`src/rtl/motion_burst_pkg.sv`:
```
package motion_burst_pkg;
  localparam int NUM_BYTES = 7;

  typedef enum logic [2:0] {
    ST_IDLE,
    ST_SETUP,
    ST_ADDR,
    ST_GAP,
    ST_DATA,
    ST_EXIT
  } mb_state_e;
endpackage

```
`src/rtl/mb_delay.sv`:
```
module mb_delay #(
  parameter int W = 12
) (
  input  logic         clk_i,
  input  logic         rst_ni,
  input  logic         load_i,
  input  logic [W-1:0] len_i,
  output logic         zero_o
);
  logic [W-1:0] cnt_q;

  always_ff @(posedge clk_i or negedge rst_ni) begin
    if (!rst_ni)              cnt_q <= '0;
    else if (load_i)          cnt_q <= len_i;
    else if (cnt_q != '0)     cnt_q <= cnt_q - 1'b1;
  end

  assign zero_o = (cnt_q == '0);
endmodule

```
`src/rtl/mb_spi_byte.sv`:
```
module mb_spi_byte #(
  parameter int HALF = 10
) (
  input  logic       clk_i,
  input  logic       rst_ni,
  input  logic       start_i,
  input  logic       chain_i,
  input  logic [7:0] tx_i,
  input  logic       miso_i,
  output logic       sclk_o,
  output logic       mosi_o,
  output logic [7:0] rx_o,
  output logic       byte_done_o
);
  localparam int CW = (HALF > 1) ? $clog2(HALF) : 1;

  logic          active_q, hi_q;
  logic [CW-1:0] hcnt_q;
  logic [2:0]    bit_q;
  logic [7:0]    txs_q, rxs_q;

  logic half_end, last_bit;
  assign half_end    = (hcnt_q == CW'(HALF - 1));
  assign last_bit    = (bit_q == 3'd7);
  assign byte_done_o = active_q && hi_q && half_end && last_bit;
  assign rx_o        = rxs_q;

  always_ff @(posedge clk_i or negedge rst_ni) begin
    if (!rst_ni) begin
      active_q <= 1'b0;
      hi_q     <= 1'b1;
      sclk_o   <= 1'b1;
      mosi_o   <= 1'b1;
      hcnt_q   <= '0;
      bit_q    <= '0;
      txs_q    <= '0;
      rxs_q    <= '0;
    end else if (!active_q) begin
      if (start_i) begin
        active_q <= 1'b1;
        hi_q     <= 1'b0;
        sclk_o   <= 1'b0;
        mosi_o   <= tx_i[7];
        txs_q    <= {tx_i[6:0], 1'b0};
        bit_q    <= '0;
        hcnt_q   <= '0;
      end
    end else if (!half_end) begin
      hcnt_q <= hcnt_q + 1'b1;
    end else begin
      hcnt_q <= '0;
      if (!hi_q) begin
        // rising edge: sample
        hi_q   <= 1'b1;
        sclk_o <= 1'b1;
        rxs_q  <= {rxs_q[6:0], miso_i};
      end else if (!last_bit) begin
        hi_q   <= 1'b0;
        sclk_o <= 1'b0;
        mosi_o <= txs_q[7];
        txs_q  <= {txs_q[6:0], 1'b0};
        bit_q  <= bit_q + 1'b1;
      end else if (chain_i) begin
        // seamless next byte, no idle time
        hi_q   <= 1'b0;
        sclk_o <= 1'b0;
        mosi_o <= tx_i[7];
        txs_q  <= {tx_i[6:0], 1'b0};
        bit_q  <= '0;
      end else begin
        active_q <= 1'b0;
      end
    end
  end
endmodule

```
`src/rtl/motion_burst_rd.sv`:
```
module motion_burst_rd
  import motion_burst_pkg::*;
#(
  parameter int         CLK_HZ     = 50_000_000,
  parameter int         SCLK_HZ    = 2_500_000,
  parameter logic [7:0] BURST_ADDR = 8'h50
) (
  input  logic              clk_i,
  input  logic              rst_ni,
  input  logic              start_i,
  output logic              busy_o,
  output logic              done_o,
  output logic [7:0]        status_o,
  output logic signed [7:0] delta_x_o,
  output logic signed [7:0] delta_y_o,
  output logic [7:0]        squal_o,
  output logic [15:0]       shutter_o,
  output logic [7:0]        max_pix_o,
  output logic              ncs_o,
  output logic              sclk_o,
  output logic              mosi_o,
  input  logic              miso_i
);
  localparam int CLK_KHZ = CLK_HZ / 1000;
  localparam int HALF    = (CLK_HZ / (2 * SCLK_HZ) > 1) ? CLK_HZ / (2 * SCLK_HZ) : 2;
  localparam int T_CS    = (CLK_KHZ * 120) / 1_000_000 + 2;
  localparam int T_AD    = (CLK_KHZ * 75) / 1000 + 1;
  localparam int T_EXIT  = (CLK_KHZ * 4) / 1000 + 1;
  localparam int TW      = $clog2(T_AD + 1);
  localparam int IW      = $clog2(NUM_BYTES);

  mb_state_e state_q;
  logic [IW-1:0] idx_q;
  logic [NUM_BYTES-2:0][7:0] rep_q;

  logic          tmr_load, tmr_zero;
  logic [TW-1:0] tmr_len;
  logic          sh_start, sh_chain, byte_done;
  logic [7:0]    sh_tx, sh_rx;
  logic          last_byte;

  assign last_byte = (idx_q == IW'(NUM_BYTES - 1));
  assign sh_tx     = (state_q == ST_SETUP) ? BURST_ADDR : 8'h00;
  assign sh_chain  = (state_q == ST_DATA) && !last_byte;

  always_comb begin
    tmr_load = 1'b0;
    tmr_len  = '0;
    sh_start = 1'b0;
    unique case (state_q)
      ST_IDLE:  if (start_i) begin tmr_load = 1'b1; tmr_len = TW'(T_CS - 1); end
      ST_SETUP: sh_start = tmr_zero;
      ST_ADDR:  if (byte_done) begin tmr_load = 1'b1; tmr_len = TW'(T_AD - 1); end
      ST_GAP:   sh_start = tmr_zero;
      ST_DATA:  if (byte_done && last_byte) begin tmr_load = 1'b1; tmr_len = TW'(T_EXIT - 1); end
      default: ;
    endcase
  end

  mb_delay #(.W(TW)) u_delay (
    .clk_i  (clk_i),
    .rst_ni (rst_ni),
    .load_i (tmr_load),
    .len_i  (tmr_len),
    .zero_o (tmr_zero)
  );

  mb_spi_byte #(.HALF(HALF)) u_shift (
    .clk_i       (clk_i),
    .rst_ni      (rst_ni),
    .start_i     (sh_start),
    .chain_i     (sh_chain),
    .tx_i        (sh_tx),
    .miso_i      (miso_i),
    .sclk_o      (sclk_o),
    .mosi_o      (mosi_o),
    .rx_o        (sh_rx),
    .byte_done_o (byte_done)
  );

  always_ff @(posedge clk_i or negedge rst_ni) begin
    if (!rst_ni) begin
      state_q   <= ST_IDLE;
      ncs_o     <= 1'b1;
      idx_q     <= '0;
      rep_q     <= '0;
      done_o    <= 1'b0;
      status_o  <= '0;
      delta_x_o <= '0;
      delta_y_o <= '0;
      squal_o   <= '0;
      shutter_o <= '0;
      max_pix_o <= '0;
    end else begin
      done_o <= 1'b0;
      unique case (state_q)
        ST_IDLE: if (start_i) begin
          state_q <= ST_SETUP;
          ncs_o   <= 1'b0;
        end
        ST_SETUP: if (tmr_zero) state_q <= ST_ADDR;
        ST_ADDR:  if (byte_done) state_q <= ST_GAP;
        ST_GAP: if (tmr_zero) begin
          state_q <= ST_DATA;
          idx_q   <= '0;
        end
        ST_DATA: if (byte_done) begin
          if (!last_byte) begin
            rep_q[idx_q] <= sh_rx;
            idx_q        <= idx_q + 1'b1;
          end else begin
            status_o  <= rep_q[0];
            delta_x_o <= $signed(rep_q[1]);
            delta_y_o <= $signed(rep_q[2]);
            squal_o   <= rep_q[3];
            shutter_o <= {rep_q[4], rep_q[5]};
            max_pix_o <= sh_rx;
            done_o    <= 1'b1;
            ncs_o     <= 1'b1;
            state_q   <= ST_EXIT;
          end
        end
        ST_EXIT: if (tmr_zero) state_q <= ST_IDLE;
        default: state_q <= ST_IDLE;
      endcase
    end
  end

  assign busy_o = (state_q != ST_IDLE);
endmodule

```
`config.mk`:
```
export PLATFORM = sky130hd
export DESIGN_NAME = motion_burst_rd
export DESIGN_NICKNAME = d
export VERILOG_FILES = /design/src/rtl/motion_burst_pkg.sv /design/src/rtl/mb_delay.sv /design/src/rtl/mb_spi_byte.sv /design/src/rtl/motion_burst_rd.sv
export SDC_FILE = /design/constraint.sdc
export NUM_CORES = 1
export LEC_CHECK = 0
export BUFFER_PORTS_ARGS = -buffer_cell sky130_fd_sc_hd__buf_2
export CORE_MARGIN = 10
export CORE_UTILIZATION = 40
export DETAILED_ROUTE_END_ITERATION = 8
export PLACE_DENSITY = 0.62
export SLEW_MARGIN = 20
export SYNTH_ARGS = -nofsm -noshare
export SYNTH_HDL_FRONTEND = slang
export SYNTH_SLANG_ARGS = --single-unit
```
`constraint.sdc`:
```
create_clock -name clk_i -period 4.8 [get_ports clk_i]
set_input_delay 0.48 -clock clk_i [delete_from_list [all_inputs] [get_ports clk_i]]
set_output_delay 0.48 -clock clk_i [all_outputs]
set_load 0.02 [all_outputs]
```
Word-level counts from Yosys, hierarchy flattened. Cells that the tools add are included.

Output and inout bits: 61. Flip-flop bits (word level): 151. Logic and storage cells: 149. Input bits: 4.

Eq/ne operators: 20. Bitwise operators: 2. Reductions and logical operators: 25. Add/subtract/negate cells: 4. Muxes and demuxes: 71. Order comparisons: 2.

Operators by type and width (number): 8-bit 2-to-1 mux (8); 48-bit bitwise mux (1); 3-bit 2-to-1 mux (16); 12-bit 2-to-1 mux (3); 12-bit one-hot mux with 3 select lines (1); 1-bit 2-to-1 mux (33); 8-bit demux with 3-bit select (1); 2-bit != test, second input constant (10); 3-bit one-hot mux with 6 select lines (1); 3-bit == test, second input constant (4); 12-bit logical NOT (1); 4-bit 2-to-1 mux (3); 3-bit AND reduction (4); 4-bit AND reduction (3); 12-bit nonzero test (1); 12-bit by 1-bit subtractor with 12-bit output, second input constant (1); 2-bit nonzero test (4); 7-bit 2-to-1 mux (1); 7-bit AND reduction (1); 3-bit by 1-bit adder with 3-bit output, second input constant (2); 3-bit by 2-bit == test with 1-bit output, second input constant (2); 1-bit logical AND (6); 3-bit one-hot mux with 2 select lines (1); 4-bit by 1-bit adder with 4-bit output, second input constant (1); 14 further kinds (15).

Longest topological paths before layout. Gate-level depths: netlist (run 1).

Depth after elaboration: 8. Gate-level depth with buffers: 8. Gate-level depth less buffers: 6.

By module. A second synthesis (run 1) with hierarchy kept.

Cells, all modules: 456. Area total of the unflattened synthesis: 6429.9 µm².

By module, submodules not included: motion_burst_rd (cells an instance 282, area an instance 4423.0 µm², times used 1, sequential area each 2803.9 µm²); mb_spi_byte (cells an instance 102, area an instance 1276.2 µm², times used 1, sequential area each 654.4 µm²); mb_delay (cells an instance 72, area an instance 730.7 µm², times used 1, sequential area each 300.3 µm²).

Worst setup path after synthesis (run 1). No wires, ideal clock.

Kind: reg2reg. Start: reg u_delay.cnt_q[0]. End: reg u_shift.txs_q[7]. Required time: 4.675 ns. Setup slack: 2.633 ns. Period minus slack after synthesis: 2.167 ns. Arrival: 2.042 ns. Library setup time: 0.125 ns. Cell stages (with the launch flop): 7. Buffers on the path: 0. Cells stage by stage: dfrtp_1 inv_1 ha_1 nor4b_1 nand4_2 o22ai_2 mux2_2.

Longest elaborated chain between the ends: 4.

RTL lines: from (decl) (line mb_delay.sv:10) `logic [W-1:0] cnt_q;`; from (signal assigned) (line mb_delay.sv:14) `else if (load_i) cnt_q <= len_i;`; from (signal assigned) (line mb_delay.sv:15) `else if (cnt_q != '0) cnt_q <= cnt_q - 1'b1;`; 12-bit logical NOT (line mb_delay.sv:18) `assign zero_o = (cnt_q == '0);`; 1-bit 2-to-1 mux (line motion_burst_rd.sv:50) `unique case (state_q)`; 2-bit nonzero test (no line); 4-bit AND reduction (no line); to (signal assigned) (line mb_spi_byte.sv:44) `txs_q <= {tx_i[6:0], 1'b0};`; to (signal assigned) (line mb_spi_byte.sv:61) `txs_q <= {txs_q[6:0], 1'b0};`; to (signal assigned) (line mb_spi_byte.sv:68) `txs_q <= {tx_i[6:0], 1'b0};`; to (decl) (line mb_spi_byte.sv:20) `logic [7:0] txs_q, rxs_q;`.

Every way passes these cells. A chain may end at the register's enable or synchronous reset.

Worst setup path after layout (run 1).
Start: reg state_q[1]. End: reg max_pix_o[5].

Longest elaborated chain between the ends: 2.

RTL lines: from (decl) (line motion_burst_rd.sv:32) `mb_state_e state_q;`; from (signal assigned) (line motion_burst_rd.sv:83) `state_q <= ST_IDLE;`; from (signal assigned) (line motion_burst_rd.sv:98) `state_q <= ST_SETUP;`; from (signal assigned) (line motion_burst_rd.sv:101) `ST_SETUP: if (tmr_zero) state_q <= ST_ADDR;`; 3-bit == test (line motion_burst_rd.sv:96) `unique case (state_q)`; 3-bit AND reduction (no line); to (signal assigned) (line motion_burst_rd.sv:117) `max_pix_o <= sh_rx;`; to (decl) (line motion_burst_rd.sv:18) `output logic [7:0] max_pix_o,`.

Every way passes these cells.

==> qor.yml, run 1 <==
fp.dieArea_sq_mm: 0.0211
holdPathEnd: "u_shift.rx_o[0]"
coreArea_sq_mm: 0.0153
path_clk_slew_ns: 0.06
post_cts_buffers: 0
cts_buffer_depth: 2
required_ns: 5.10
relSlewSlack_pct: 44.1
worst_pin_slew_ns: 0.831
area_growth_syn_to_layout_pct: 18.2
routed_via_density: 5.23
place.gp.congestion: 0.817
fillCellCount: 1338
cp.arrival_ns: 2.96
worstHoldPathType: "input pin to flop"
cts_tree: "done"
design_area_sq_mm: 0.00740
drive_gt1_share_pct: 40.5
cap_violations: 0
clkLatencyLatePin_ns: 0.42
regToRegEndpoint: "max_pix_o[5]"
rsz0062_at_grt: "false"
p_per_area_mw_per_mm2: 428
period_minus_slack_ns: 2.66
die_w_um: 145
synthDistinctLibCells: 70
cts.sinks: 146
cts_max_level: 4
final-setup-viol-count: 0
crit_path_end_kind: "flop"
hold_depth: 2
antenna_cells: 0
synth_edf_count: 0
io_pins: 65
synth-async-reset-ratio_pct: 100
ys_seq_area_share_pct: 58.4
regArea_sq_mm: 0.00366
power_mw: 3.17
nets: 545
dp_cells: 723
place_ws_ns: 2.15
setup_slack_ns: 2.14
start_util_pct: 41.1
rrSetupSlack_ns: 2.14
dr.pass1.iters: 4
finalMaxSlewViolations: 0
placed_area_sq_mm: 0.00678
drtAntennaViolNets: 0
grt_usage_pct: 13.2
hold_ws_ns: 0.322
wirelength_um: 13400
max_freq_ghz: 0.376
r2r_cells: 4
synth_area_sq_mm: 0.00626
port_buffers: 64
run_status: "finished clean"
overflow: 0
cts_buffers: 17
skew_ns: 0.00878
power_leakage_nw: 3.70
fin_setup_tns_ns: 0
start_kind: "flop"
synthesis.nets: 475
grt_max_degree: 113
hold_violations: 0
vias: 3945
stdcell_count: 754
dp_hpwl_um: 8850
rows: 45
drtIter0Drc: 289
grt_first_pass_wirelength_um: 22600
min_from: "miso_i"
crit_start: "state_q[1]"
yosys_warnings: 0
multi_input_area_sq_mm: 0.00247
ys_ff_latch: 146
vdd_drop_max_mv: 0.207
critPathMaxFanout: 57
first_global_vias: 4192
worstSetupPathType: "flop to flop"
drc: 0
synth_area_per_cell_sq_um: 13.5
synthCells: 463
detail_route.wl_per_cell_um: 17.8
die_h_um: 145
reg2reg_from: "state_q[1]"
utilization_pct: 48.5
fin_crit_sh_pct: 55.4
antenna_found_initial: 0
cts_root_buf: "clkbuf_16"
synth_flop_cell: "dfrtp_1"
[synth_stat cells, types with 3 or more instances]
master | number | area share, %
dfrtp_1 | 142 | 57
mux2_2 | 109 | 20
nand2_1 | 16 | 0.96
nor2_1 | 15 | 0.90
inv_1 | 11 | 0.66
nand3_1 | 11 | 0.88
nor3_1 | 11 | 0.88
o21ai_0 | 10 | 0.80
a21oi_1 | 8 | 0.64
ha_1 | 8 | 1.6
clkbuf_1 | 6 | 0.36
or3_1 | 6 | 0.60
a211oi_1 | 5 | 0.60
a21boi_0 | 5 | 0.60
buf_2 | 5 | 0.40
nor4_1 | 5 | 0.50
dfstp_2 | 4 | 1.7
mux2_1 | 4 | 0.72
nand2b_1 | 4 | 0.40
nand4_1 | 4 | 0.40
o221ai_1 | 4 | 0.56
and2_1 | 3 | 0.30
buf_6 | 3 | 0.54
nor2b_1 | 3 | 0.30
o21a_1 | 3 | 0.36
o31ai_1 | 3 | 0.36
or4_1 | 3 | 0.36
xor2_1 | 3 | 0.42
[layout by cell type, fill, tap and decap left out, drive strengths merged, types with 6 or more instances in the layout]
master / Yosys / routed
inv: 11 / 11
nand2: 18 / 18
nor3: 12 / 12
ha: 8 / 8
dfrtp: 142 / 142
clkbuf: 7 / 23
nor4: 7 / 7
nand3: 12 / 12
mux2: 113 / 113
a21oi: 8 / 8
o21ai: 10 / 10
nor2: 15 / 15
buf: 11 / 68
or3: 6 / 6
[cell families (layout without fill, tap and decap cells)]
| kind of cell | count (synthesis) | count (layout) | synth area share [%] |
|---|---|---|---|
| AND/OR/NAND/NOR | 105 | 105 | 10.1 |
| AO/OA/AOI/OAI | 56 | 56 | 6.37 |
| flip-flops | 146 | 146 | 58.4 |
| XOR/XNOR | 5 | 5 | 0.699 |
| multiplexers | 114 | 114 | 20.5 |
| adder cells (fa/ha/maj) | 8 | 8 | 1.60 |
| buffers and inverters | 29 | 109 | 2.34 |
[metal layers]
layer	vias to the layer above	track usage, %	routed length [um]
met5	-	0	0
met2	77	21.0	6490
met4	0	5.61	248
met1	2000	15.9	5970
met3	22	4.44	678
li1	1846	-	-
[report_power, final]
part / leakage (nW) / internal (mW) / switching, mW
Sequential: 1.99 / 1.33 / 0.134
Clock: 0.289 / 0.846 / 0.471
Combinational: 1.42 / 0.176 / 0.213
Total: 3.70 / 2.35 / 0.818
[area by class of cell]
class | count | area share [%]
clock buffer | 23 | 6.46
clock inverter | 6 | 1.42
inverter | 11 | 0.558
multi-input combinational | 288 | 33.4
sequential | 146 | 49.4
tap | 211 | 3.57
timing repair buffer | 69 | 5.22
[critical path, stage by stage (launching register included)]
cell	delay [ns]
dfrtp_1	0.55
or3b_1	0.60
nor4_4	0.31
buf_4	0.65
mux2_2	0.42
[state kept, by name, indices dropped and copies added, names as in the netlist]
signal / flops
delta_x_o: 8
delta_y_o: 8
done_o: 1
idx_q: 3
max_pix_o: 8
ncs_o: 1
rep_q: 48
shutter_o: 16
squal_o: 8
state_q: 3
status_o: 8
u_delay.cnt_q: 12
u_shift.active_q: 1
u_shift.bit_q: 3
u_shift.hcnt_q: 4
u_shift.hi_q: 1
u_shift.mosi_o: 1
u_shift.rx_o: 8
u_shift.sclk_o: 1
u_shift.txs_q: 3
[how the worst max path moves through the flow]
| stage | endpoint | slack (ns) | cells past startpoint |
|---|---|---|---|
| finish | max_pix_o[5] | 2.14 | 4 |
| detailed placement | max_pix_o[5] | 2.15 | 4 |
| CTS | max_pix_o[5] | 2.12 | 4 |
| floorplan | u_shift.txs_q[7] | 2.63 | 6 |
| global placement | status_o[0] | 2.21 | 4 |
| global route | u_delay.cnt_q[1] | 1.99 | 5 |
[repair_timing]
item / in CTS / in global routing
hold buffers: 0 / 1
gates resized for setup: 0 / 0
endpoints found under the hold margin: 0 / 29
No activity file was read; power rests on OpenSTA's default activity.
==> run 2, diff against run 1 <==
- ABC_AREA: not set -> 1
- clock period: 4.8 -> 2.77 ns (I/O delays scaled with it)
==> qor.yml, run 2 <==
combPwrFrac_pct: 1.2  # -11 points
cts.sinks: 146  # unchanged
vias: 4673  # +18%
fp.dieArea_sq_mm: 0.0210  # -0.32%
reg2reg_from: "u_shift.bit_q[0]"
synth_edf_count: 0  # unchanged
final-setup-viol-count: 0  # unchanged
synth_flop_cell: "dfrtp_1"
required_ns: 3.13  # -1.97 ns
cts_root_buf: "clkbuf_16"
synthDistinctLibCells: 33  # -53%
rsz0062_at_grt: "false"
p_switching_mw: 0.926  # +13%
synth_top_area_cell: "dfrtp_1"
antenna_cells: 0  # unchanged
place_ws_ns: 0.643  # -1.50 ns
detail_route.wl_per_cell_um: 13.9  # -22%
yosys_warnings: 0  # unchanged
synth_area_per_cell_sq_um: 8.85  # -35%
largest_reg_flops: 48  # unchanged
io_pins: 65  # unchanged
worstHoldPathType: "input pin to flop"
cts_max_level: 4  # unchanged
ys_seq_area_share_pct: 58.6  # +0.22 points
max_freq_ghz: 0.477  # +27%
skew_ns: 0.00836  # -0.000423 ns
layout_common_cells: "nand2_1 (303), dfrtp_1 (142), buf_2 (63)"
dr.pass1.iters: 5  # +1
antenna_found_initial: 0  # unchanged
power_leakage_nw: 3.97  # +7.5%
mostFrequentLayoutCell: "nand2_1"
r2r_cells: 9  # +5
synthCells: 705  # +52%
clkLatencyLatePin_ns: 0.42  # about the same
yosysMostFrequentCell: "nand2_1"
ys_ff_latch: 146  # unchanged
wirelength_um: 13900  # +3.7%
nets: 789  # +45%
first_global_vias: 4726  # +13%
relSlewSlack_pct: 59.7  # +16 points
p_seq_share_pct: 47.4  # +1.2 points
drive_gt1_share_pct: 16.5  # -24 points
worst_pin_slew_ns: 0.605  # -0.226 ns
grt_first_pass_wirelength_um: 24100  # +6.7%
overflow: 0  # unchanged
setup_slack_ns: 0.672  # -1.47 ns
swShare_pct: 20.6  # -5.3 points
fin_crit_sh_pct: 75.7  # +20 points
area_growth_syn_to_layout_pct: 18.4
regToRegEndpoint: "status_o[2]"
start_kind: "flop"
post_cts_buffers: 0  # unchanged
drtAntennaViolNets: 0  # unchanged
cts-resized-gates: 0  # unchanged
cts_buffer_depth: 2  # unchanged
crit_path_end_kind: "flop"
dp_hpwl_um: 9340  # +5.5%
drtIter0Drc: 265  # -8.3%
largest-register: "rep_q"
synth_common_cells: "nand2_1 (303), dfrtp_1 (142), nor2_1 (43), inv_1 (42), o21ai_1 (41)"
top_regs: "rep_q x48, shutter_o x16, u_delay.cnt_q x12"
start_util_pct: 40.9  # -0.16 points
synthTopCellsByArea: "dfrtp_1 (57%), nand2_1 (18%), o21ai_1 (3.3%)"
grt_max_degree: 66  # -42%
hold_violations: 0  # unchanged
die_h_um: 145  # -0.16%
rows: 45  # unchanged
vdd_drop_max_mv: 0.406  # +96%
worstSetupPathType: "flop to flop"
port_buffers: 64  # unchanged
cp.arrival_ns: 2.46  # -0.50 ns
critPathMaxFanout: 27  # -53%
period_minus_slack_ns: 2.10  # -0.560 ns
finalMaxSlewViolations: 0  # unchanged
grt_usage_pct: 14.0  # +0.79 points
routed_via_density: 4.68  # -11%
crit_start: "u_shift.bit_q[0]"
synthesis.nets: 717  # +51%
power.share.clock_pct: 51.4  # +9.8 points
rrSetupSlack_ns: 0.67  # -1.47 ns
synth_top_cell_area_share_pct: 56.9  # +0.22 points
cts_tree: "done"
synth-async-reset-ratio_pct: 100  # unchanged
crit_end: "status_o[2]"
place.gp.congestion: 0.842  # +3.1%
die_w_um: 145  # -0.16%
cts_buffers: 17  # unchanged
synth_area_sq_mm: 0.00624  # -0.38%
fin_setup_tns_ns: 0  # unchanged
p_per_area_mw_per_mm2: 609  # +42%
fillCellCount: 1481  # +11%
coreArea_sq_mm: 0.0153  # unchanged
path_clk_slew_ns: 0.06  # about the same
drc: 0  # unchanged
run_status: "finished clean"
p_int_mw: 3.58  # +52%
cap_violations: 0  # unchanged
## run 2: through the flow
| stage | area (sq um) | hold WS (ns) | std cells | total power, mW | utilization, % |
|---|---|---|---|---|---|
| 2_1_floorplan | 6240 | -0.0186 | 705 | 2.18 | - |
| 3_3_place_gp | 6780 | 0.315 | 968 | 2.23 | 44.4 |
| 3_5_place_dp | 6780 | 0.318 | 968 | 2.23 | 44.4 |
| 4_1_cts | 7390 | 0.0981 | 999 | 4.57 | 48.4 |
| 5_1_grt | 7390 | 0.152 | 999 | 4.66 | 48.4 |
| 6_report | 7390 | 0.112 | 999 | 4.50 | 48.4 |
## run 2: worst max-delay path, stage by stage, from the launching register on
cell and delay [ns]:
dfrtp_1 0.37, ha_1 0.16, ha_1 0.25, nand3_2 0.12, nor2_4 0.20, nand3_2 0.29
inv_2 0.16, buf_4 0.30, nand2_1 0.10, nand2_1 0.08
## run 2: timing repair
action / CTS / global route
hold buffers: 1 / 0
setup endpoints to repair: 0 / 0
endpoints found under the hold margin: 57 / 0
## run 2: kinds of logic (layout without fill, tap and decap cells)
logic type / count (synthesis) / in the layout / share of synthesized area [%]
DFF: 146 / 146 / 58.6
buffers and inverters: 64 / 147 / 4.75
and+or+nand+nor: 390 / 390 / 25.9
xor gates and xnor gates: 9 / 9 / 1.26
AOI/OAI and AO/OA: 88 / 88 / 7.88
adders and majority gates: 8 / 8 / 1.60
## run 2: layout make-up
class,count,area [sq um],area share (%)
Tap cell,211,264,3.57
Clock buffer,18,439,5.94
Clock inverter,12,158,2.13
Timing Repair Buffer,72,414,5.61
Multi-Input combinational cell,495,2290,30.9
Inverter,45,169,2.29
Sequential cell,146,3660,49.5
## run 2: layer usage
metal / wire length, um / track usage (%)
met4: 229 / 6.13
met3: 793 / 3.54
met5: 0 / 0
met1: 6390 / 18.1
met2: 6460 / 21.6
## run 2: worst min-delay path by stage
stage / startpoint / endpoint / slack [ns] / cells past startpoint
2_1_floorplan: rst_ni / delta_x_o[0] / -0.02 / 0
3_3_place_gp: rst_ni / u_shift.txs_q[7] / 0.32 / 1
3_5_place_dp: rst_ni / u_shift.txs_q[5] / 0.32 / 1
4_1_cts: miso_i / u_shift.rx_o[0] / 0.1 / 3
5_1_grt: miso_i / u_shift.rx_o[0] / 0.15 / 3
6_report: miso_i / u_shift.rx_o[0] / 0.11 / 3
## run 2: power by group through the flow
stage,sequential (mW),clock (mW),combinational (mW)
final,2.13,2.31,0.0550
after global placement,2.17,0,0.0578
after detailed placement,2.17,0,0.0579
after floorplan,2.17,0,0.00207
after CTS,2.13,2.37,0.0588
after global routing,2.13,2.46,0.0664
